$ cat src/rtl/irq_pend_pkg.sv
package irq_pend_pkg;

   typedef enum logic [1:0] {
      SRC_NONE = 2'd0,
      SRC_FPX  = 2'd1,
      SRC_EXT  = 2'd2,
      SRC_DEC  = 2'd3
   } irq_src_e;

endpackage

$ cat src/rtl/irq_pend_flags.sv
module irq_pend_flags (
   input  logic clk,
   input  logic rst_n,
   input  logic ext_line,
   input  logic dec_underflow,
   input  logic ext_en,
   input  logic fpx_cond,
   input  logic state_upd,
   input  logic clr_dec,
   input  logic ack_evt,
   output logic ext_pend,
   output logic dec_pend,
   output logic trig
);

   logic ext_rise_en;
   logic dec_new_en;
   logic upd_hit;

   // Each of the following events schedules an evaluation of the pending sources.
   assign ext_rise_en = ext_line & ~ext_pend & ext_en;
   assign dec_new_en  = dec_underflow & ext_en;
   assign upd_hit     = state_upd & (fpx_cond | (ext_en & (ext_pend | dec_pend)));
   assign trig        = ext_rise_en | dec_new_en | upd_hit | ack_evt;

   always_ff @(posedge clk) begin
      if (!rst_n) begin
         ext_pend <= 1'b0;
         dec_pend <= 1'b0;
      end else begin
         ext_pend <= ext_line;
         if (dec_underflow)
            dec_pend <= 1'b1;
         else if (clr_dec)
            dec_pend <= 1'b0;
      end
   end

   AST_EXT_SET:   assert property (@(posedge clk) disable iff (!rst_n) ext_line |=> ext_pend);
   AST_EXT_DROP:  assert property (@(posedge clk) disable iff (!rst_n) !ext_line |=> !ext_pend);
   AST_DEC_SET:   assert property (@(posedge clk) disable iff (!rst_n) dec_underflow |=> dec_pend);
   AST_DEC_CLEAR: assert property (@(posedge clk) disable iff (!rst_n) clr_dec && !dec_underflow |=> !dec_pend);

endmodule

$ cat src/rtl/irq_pend_arb.sv
module irq_pend_arb
   import irq_pend_pkg::*;
#(
   parameter int unsigned VEC_W   = 16,
   parameter int unsigned STAT_W  = 32,
   parameter int unsigned FPE_BIT = 20,
   parameter int unsigned NXT_BIT = 15,
   parameter logic [VEC_W-1:0] V_FPX = 16'h0700,
   parameter logic [VEC_W-1:0] V_EXT = 16'h0500,
   parameter logic [VEC_W-1:0] V_DEC = 16'h0900
) (
   input  logic              fpx_cond,
   input  logic              ext_en,
   input  logic              ext_pend,
   input  logic              dec_pend,
   output logic              hit,
   output irq_src_e          src,
   output logic [VEC_W-1:0]  vec,
   output logic [STAT_W-1:0] stat
);

   logic [STAT_W-1:0] fpx_mask;

   // Build the FP status pattern: only the enabled-exception bit and the
   // subsequent-instruction bit are set.
   for (genvar i = 0; i < STAT_W; i++) begin : g_mask
      assign fpx_mask[i] = (i == FPE_BIT) || (i == NXT_BIT);
   end

   always_comb begin
      src  = SRC_NONE;
      vec  = '0;
      stat = '0;
      if (fpx_cond) begin
         src  = SRC_FPX;
         vec  = V_FPX;
         stat = fpx_mask;
      end else if (ext_en && ext_pend) begin
         src = SRC_EXT;
         vec = V_EXT;
      end else if (ext_en && dec_pend) begin
         src = SRC_DEC;
         vec = V_DEC;
      end
   end

   assign hit = (src != SRC_NONE);

endmodule

$ cat src/rtl/irq_pend_req.sv
module irq_pend_req
   import irq_pend_pkg::*;
#(
   parameter int unsigned VEC_W  = 16,
   parameter int unsigned STAT_W = 32
) (
   input  logic              clk,
   input  logic              rst_n,
   input  logic              trig,
   input  logic              hit,
   input  irq_src_e          src,
   input  logic [VEC_W-1:0]  vec,
   input  logic [STAT_W-1:0] stat,
   input  logic              req_ack,
   output logic              req_valid,
   output logic [VEC_W-1:0]  req_vector,
   output logic [STAT_W-1:0] req_status,
   output logic              clr_dec,
   output logic              ack_evt
);

   logic     armed;
   irq_src_e held_src;
   logic     idle_eval;

   assign ack_evt   = req_valid & req_ack;
   assign clr_dec   = ack_evt & (held_src == SRC_DEC);
   assign idle_eval = ~req_valid & armed;

   always_ff @(posedge clk) begin
      if (!rst_n) begin
         armed      <= 1'b0;
         req_valid  <= 1'b0;
         req_vector <= '0;
         req_status <= '0;
         held_src   <= SRC_NONE;
      end else begin
         // While a request is outstanding, a pending evaluation stays pending.
         armed <= (armed & req_valid) | trig;
         if (ack_evt) begin
            req_valid <= 1'b0;
         end else if (idle_eval && hit) begin
            req_valid  <= 1'b1;
            req_vector <= vec;
            req_status <= stat;
            held_src   <= src;
         end
      end
   end

   AST_REQ_HOLD: assert property (@(posedge clk) disable iff (!rst_n)
      req_valid && !req_ack |=> req_valid && $stable(req_vector) && $stable(req_status));
   AST_ACK_DROP: assert property (@(posedge clk) disable iff (!rst_n)
      req_valid && req_ack |=> !req_valid);

endmodule

$ cat src/rtl/irq_pend_ctrl.sv
module irq_pend_ctrl
   import irq_pend_pkg::*;
#(
   parameter int unsigned VEC_W   = 16,
   parameter int unsigned STAT_W  = 32,
   parameter int unsigned FPE_BIT = 20,
   parameter int unsigned NXT_BIT = 15,
   parameter int unsigned VEC_FPX = 'h700,
   parameter int unsigned VEC_EXT = 'h500,
   parameter int unsigned VEC_DEC = 'h900
) (
   input  logic              clk,
   input  logic              rst_n,
   input  logic              ext_line,
   input  logic              dec_underflow,
   input  logic              ext_en,
   input  logic [1:0]        fe_mode,
   input  logic              fex_sum,
   input  logic              state_upd,
   input  logic              req_ack,
   output logic              req_valid,
   output logic [VEC_W-1:0]  req_vector,
   output logic [STAT_W-1:0] req_status
);

   localparam logic [VEC_W-1:0]  V_FPX    = VEC_W'(VEC_FPX);
   localparam logic [VEC_W-1:0]  V_EXT    = VEC_W'(VEC_EXT);
   localparam logic [VEC_W-1:0]  V_DEC    = VEC_W'(VEC_DEC);
   localparam logic [STAT_W-1:0] FPX_STAT = (STAT_W'(1) << FPE_BIT) | (STAT_W'(1) << NXT_BIT);

   if (VEC_W < 12 || VEC_W > 64) begin : g_bad_vec_w
      $error("irq_pend_ctrl: VEC_W out of range");
   end
   if (FPE_BIT >= STAT_W || NXT_BIT >= STAT_W || FPE_BIT == NXT_BIT) begin : g_bad_stat
      $error("irq_pend_ctrl: status bit positions invalid");
   end
   if (VEC_FPX == VEC_EXT || VEC_FPX == VEC_DEC || VEC_EXT == VEC_DEC) begin : g_bad_vec
      $error("irq_pend_ctrl: vector offsets must differ");
   end

   logic              fpx_cond;
   logic              ext_pend;
   logic              dec_pend;
   logic              trig;
   logic              clr_dec;
   logic              ack_evt;
   logic              hit;
   irq_src_e          src;
   logic [VEC_W-1:0]  vec;
   logic [STAT_W-1:0] stat;

   assign fpx_cond = (|fe_mode) & fex_sum;

   irq_pend_flags u_flags (
      .clk           (clk),
      .rst_n         (rst_n),
      .ext_line      (ext_line),
      .dec_underflow (dec_underflow),
      .ext_en        (ext_en),
      .fpx_cond      (fpx_cond),
      .state_upd     (state_upd),
      .clr_dec       (clr_dec),
      .ack_evt       (ack_evt),
      .ext_pend      (ext_pend),
      .dec_pend      (dec_pend),
      .trig          (trig)
   );

   irq_pend_arb #(
      .VEC_W   (VEC_W),
      .STAT_W  (STAT_W),
      .FPE_BIT (FPE_BIT),
      .NXT_BIT (NXT_BIT),
      .V_FPX   (V_FPX),
      .V_EXT   (V_EXT),
      .V_DEC   (V_DEC)
   ) u_arb (
      .fpx_cond (fpx_cond),
      .ext_en   (ext_en),
      .ext_pend (ext_pend),
      .dec_pend (dec_pend),
      .hit      (hit),
      .src      (src),
      .vec      (vec),
      .stat     (stat)
   );

   irq_pend_req #(
      .VEC_W  (VEC_W),
      .STAT_W (STAT_W)
   ) u_req (
      .clk        (clk),
      .rst_n      (rst_n),
      .trig       (trig),
      .hit        (hit),
      .src        (src),
      .vec        (vec),
      .stat       (stat),
      .req_ack    (req_ack),
      .req_valid  (req_valid),
      .req_vector (req_vector),
      .req_status (req_status),
      .clr_dec    (clr_dec),
      .ack_evt    (ack_evt)
   );

   AST_VEC_STATUS: assert property (@(posedge clk) disable iff (!rst_n)
      req_valid |-> (req_vector == V_FPX && req_status == FPX_STAT)
                 || ((req_vector == V_EXT || req_vector == V_DEC) && req_status == '0));

endmodule

$ cat config.mk
export PLATFORM = sky130hd
export DESIGN_NAME = irq_pend_ctrl
export DESIGN_NICKNAME = d
export VERILOG_FILES = /design/src/rtl/irq_pend_pkg.sv /design/src/rtl/irq_pend_flags.sv /design/src/rtl/irq_pend_arb.sv /design/src/rtl/irq_pend_req.sv /design/src/rtl/irq_pend_ctrl.sv
export SDC_FILE = /design/constraint.sdc
export NUM_CORES = 1
export LEC_CHECK = 0
export BUFFER_PORTS_ARGS = -buffer_cell sky130_fd_sc_hd__buf_2
export CAP_MARGIN = 20
export CORE_MARGIN = 3
export CORE_UTILIZATION = 41
export CTS_CLUSTER_DIAMETER = 150
export DETAILED_ROUTE_END_ITERATION = 12
export PLACE_DENSITY = 0.83
export REMOVE_ABC_BUFFERS = 1
export SYNTH_ARGS = -nofsm -noshare
export SYNTH_HDL_FRONTEND = slang
export SYNTH_SLANG_ARGS = --single-unit
$ cat constraint.sdc
create_clock -name clk -period 3 [get_ports clk]
set_input_delay 0.6 -clock clk [delete_from_list [all_inputs] [get_ports clk]]
set_output_delay 0.6 -clock clk [all_outputs]
set_load 0.05 [all_outputs]
==> summary.md <==
| Metric | Value |
|---|---|
| Post-synthesis sequential area ratio | around 27% |
| Clock period minus worst slack | 1.55 ns |
| Via count of the first global-routing pass | 421 |
| First-pass detailed-route iteration total | 4 |
| Peak fanout along the critical path | 6 |
| CP required | 2.40 ns |
| Flip-flop and latch count after synthesis | 10 |
| Cell Chain, Critical Path | buf_2 |
| R2r worst-path depth | 3 |
| Total core area | between 0.0015 and 0.002 sq mm |
| Sinks on the clock net | 10 |
| Post-cts gate resize count | 0 |
| Largest vdd supply drop | between 0.0003 and 0.0004 V |
| Number of antenna violations at the first check in global routing | 0 |
| Launching instance or port of the critical path | u_req.req_valid |
| Max-slew violation total from the final report | 0 |
| Maximum number of pins on one net before global-route repair | 9 |
| Power density normalized to cell area | 579 mW/mm^2 |
| Critical Path AT | 0.95 ns |
| Sum of negative setup slack | 0 ns |
| Estimated wirelength of the detail-placed design | 1020 um |
| CP Buf/Inv Count | 1 |
| First-pass GRT wire length | 1840 um |
| Number of instances on the worst hold path | 1 |
| Outcome | completed |
| Top cells by area in the synthesized netlist | sky130_fd_sc_hd__buf_4 44%, sky130_fd_sc_hd__dfxtp_1 27%, sky130_fd_sc_hd__o21ai_0 3.3% |
| Type of the worst setup path | register to primary output |
| Worst-Skew Late Latency | 0.25 ns |
| Post-Syn Area | 748 sq um |
| CTS Buf Count | 3 |
| Number of remaining DRC errors | 0 |
| Placed cell count | 126 |
| Routed wire length | between 1000 and 1500 um |
| Clock skew | ~0.0029 ns |
| Critical path depth | 1 |
| Total grt overflow | 0 |
| Chip Width | slightly below 50 um |
| Leak | 0.392 nW |
| Share of the cycle needed by the critical path after routing | between 50% and 60% |
| H-Tree Level Count | 1 |
| Detailed-route wire length per cell | around 9.3 um |
| Area grow syn2layout | -6.35% |
| Path class of the lowest-slack min-delay path | register to register |
| Category of the worst setup path launch point | register |
| Clock-pin slew of the registers on the worst-case setup and hold paths | 0.06 ns |
| Via count | around 510 |
| Launch point of the worst reg-to-reg path | u_req.req_valid |
| Reg2reg setup slack | 1.85 ns |
| Ratio of routed vias to standard cells | 3.91 |
| Capturing element type of the critical path | primary output |
| Biggest area consumer among synthesized cells | sky130_fd_sc_hd__buf_4 |
| Final weighted congestion in routability-driven placement | 0.831 |
| Die ar. | 0.00237 sq mm |
| Hold-fix buffer count after cts | 0 |
| Worst path top cell family by delay | flip-flops |
| Number of design-rule violations left by the first detailed-router iteration | 5 |
| Clk buf depth | 2 |
| Layout cells sized above 1 | a little over a fifth |
| Final-stage net count | 117 |
| Post-detailed-route count of antenna-violating nets | 0 |
| Overall track demand over capacity in global routing | 10.0% |
| R2R Path End | u_req.held_src[0] |
| Number of top-level pins | 59 |
| Final Non-Filler Cells | 129 |
| Master of the slowest instance on the critical path | sky130_fd_sc_hd__dfxtp_1 |
| Synth Area per Inst | a little over 8 sq um |
| Number of warnings printed during yosys synthesis | 0 |
| Unique masters post-synth | 23 |
| Setup violators final | 0 |
| Hold Fails Final Rpt | 0 |
| Post-Syn Instances | 90 |
| Max stage delay on crit path | 0.40 ns |
| I/O Buffers | 16 |
| Die height | just under 50 um |
| Share of the synthesized area in the top cell type | 44.1% |
| Number of max-cap violations | 0 |
| Unrepaired setup endpoints after global routing | false |
| Initial cell density of the core | 46.4% |
| Buffer type at the clock tree root | sky130_fd_sc_hd__clkbuf_4 |
| Clock tree from TritonCTS | done |
| Number of buffers inserted by post-CTS setup repair | 0 |
| Number of antenna repair diodes | 0 |
| Placement row count | 14 |
| Timing endpoint of the critical path | req_valid |
| Achievable clock frequency | 0.645 GHz |
[cells in the final DEF (no fill, tap or decap)]
master                     count
sky130_fd_sc_hd__a31oi_1       2
sky130_fd_sc_hd__and2_1        1
sky130_fd_sc_hd__nand3b_4      1
sky130_fd_sc_hd__buf_2        16
sky130_fd_sc_hd__o22ai_1       2
sky130_fd_sc_hd__o211a_1       1
sky130_fd_sc_hd__nor2b_1       2
sky130_fd_sc_hd__nand4_1       1
sky130_fd_sc_hd__o22a_1        1
sky130_fd_sc_hd__o21ai_0       5
sky130_fd_sc_hd__nor2_1        3
sky130_fd_sc_hd__clkbuf_4      3
sky130_fd_sc_hd__inv_1         2
sky130_fd_sc_hd__a21oi_1       3
sky130_fd_sc_hd__o21a_1        2
sky130_fd_sc_hd__o21ai_1       1
sky130_fd_sc_hd__or3b_1        1
sky130_fd_sc_hd__conb_1       42
sky130_fd_sc_hd__nand2_1       3
sky130_fd_sc_hd__dfxtp_1      10
sky130_fd_sc_hd__or2_2         1
sky130_fd_sc_hd__nand2b_1      1
sky130_fd_sc_hd__a21bo_2       1
[worst min-delay path by stage]
stage / slack, ns / end / start
detailed placement: 0.45 / u_req.req_vector[8] / u_req.req_vector[8]
global placement: 0.45 / u_req.req_vector[8] / u_req.req_vector[8]
floorplan: 0.47 / u_req.held_src[0] / u_req.held_src[0]
CTS: 0.47 / u_req.req_vector[8] / u_req.req_vector[8]
finish: 0.46 / u_req.req_vector[8] / u_req.req_vector[8]
global route: 0.47 / u_req.req_vector[8] / u_req.req_vector[8]
[Yosys cell counts]
cell type and n:
sky130_fd_sc_hd__nand2b_1 1, sky130_fd_sc_hd__o22ai_1 2, sky130_fd_sc_hd__o211a_1 1, sky130_fd_sc_hd__nand3b_4 1, sky130_fd_sc_hd__or2_2 1, sky130_fd_sc_hd__clkbuf_1 1
sky130_fd_sc_hd__nand2_1 3, sky130_fd_sc_hd__a31oi_1 2, sky130_fd_sc_hd__nand4_1 1, sky130_fd_sc_hd__o21a_1 2, sky130_fd_sc_hd__and2_1 1, sky130_fd_sc_hd__inv_1 2
sky130_fd_sc_hd__a21bo_2 1, sky130_fd_sc_hd__buf_4 44, sky130_fd_sc_hd__dfxtp_1 10, sky130_fd_sc_hd__a21oi_1 3, sky130_fd_sc_hd__o22a_1 1, sky130_fd_sc_hd__o21ai_1 1
sky130_fd_sc_hd__nor2b_1 2, sky130_fd_sc_hd__or3b_1 1, sky130_fd_sc_hd__conb_1 1, sky130_fd_sc_hd__o21ai_0 5, sky130_fd_sc_hd__nor2_1 3
[power by group]
group          internal (mW)  switching (mW)  total (mW)
Clock                 0.0460          0.0398      0.0858
Combinational         0.0193           0.152       0.171
Sequential             0.141         0.00695       0.148
[registers in the layout (all words and copies together) (netlist names)]
signal,cells
u_flags.dec_pend,1
u_flags.ext_pend,1
u_req.armed,1
u_req.held_src,2
u_req.req_valid,1
u_req.req_vector,4
[per-stage QoR]
stage               instance area, sq um  setup slack, ns  hold WS (ns)  power [mW]  utilization (%)
floorplan                            568             1.16         0.471       0.302                -
global placement                     678             1.58         0.446       0.319             42.1
detailed placement                   678             1.52         0.452       0.321             42.1
CTS                                  701             1.44         0.467       0.409             43.5
global route                         701             1.41         0.473       0.424             43.5
finish                               701             1.45         0.461       0.406             43.5
[per-layer routing]
metal | up-vias | wire length (um) | global-route usage (%)
met1 | 222 | 405 | 9.67
met4 | 0 | 12 | 8.53
met2 | 41 | 600 | 17.6
li1 | 240 | - | -
met3 | 2 | 181 | 2.45
met5 | - | 0 | 0
[final cells by class]
class	instances	area, sq um
sequential	10	200
fill	175	911
multi-input combinational	74	360
clock buffer	3	22.5
tap	24	30.0
timing repair buffer	16	80.1
inverter	2	7.51
[logic make-up after synthesis]
kind of cell / count (synthesis) / synth area share [%]
buffers and inverters: 47 / 45.7
AOI/OAI and AO/OA: 18 / 15.2
and+or+nand+nor: 14 / 11.9
DFF: 10 / 26.8
other: 1 / 0.501
Power figures use the tool's default switching activity.
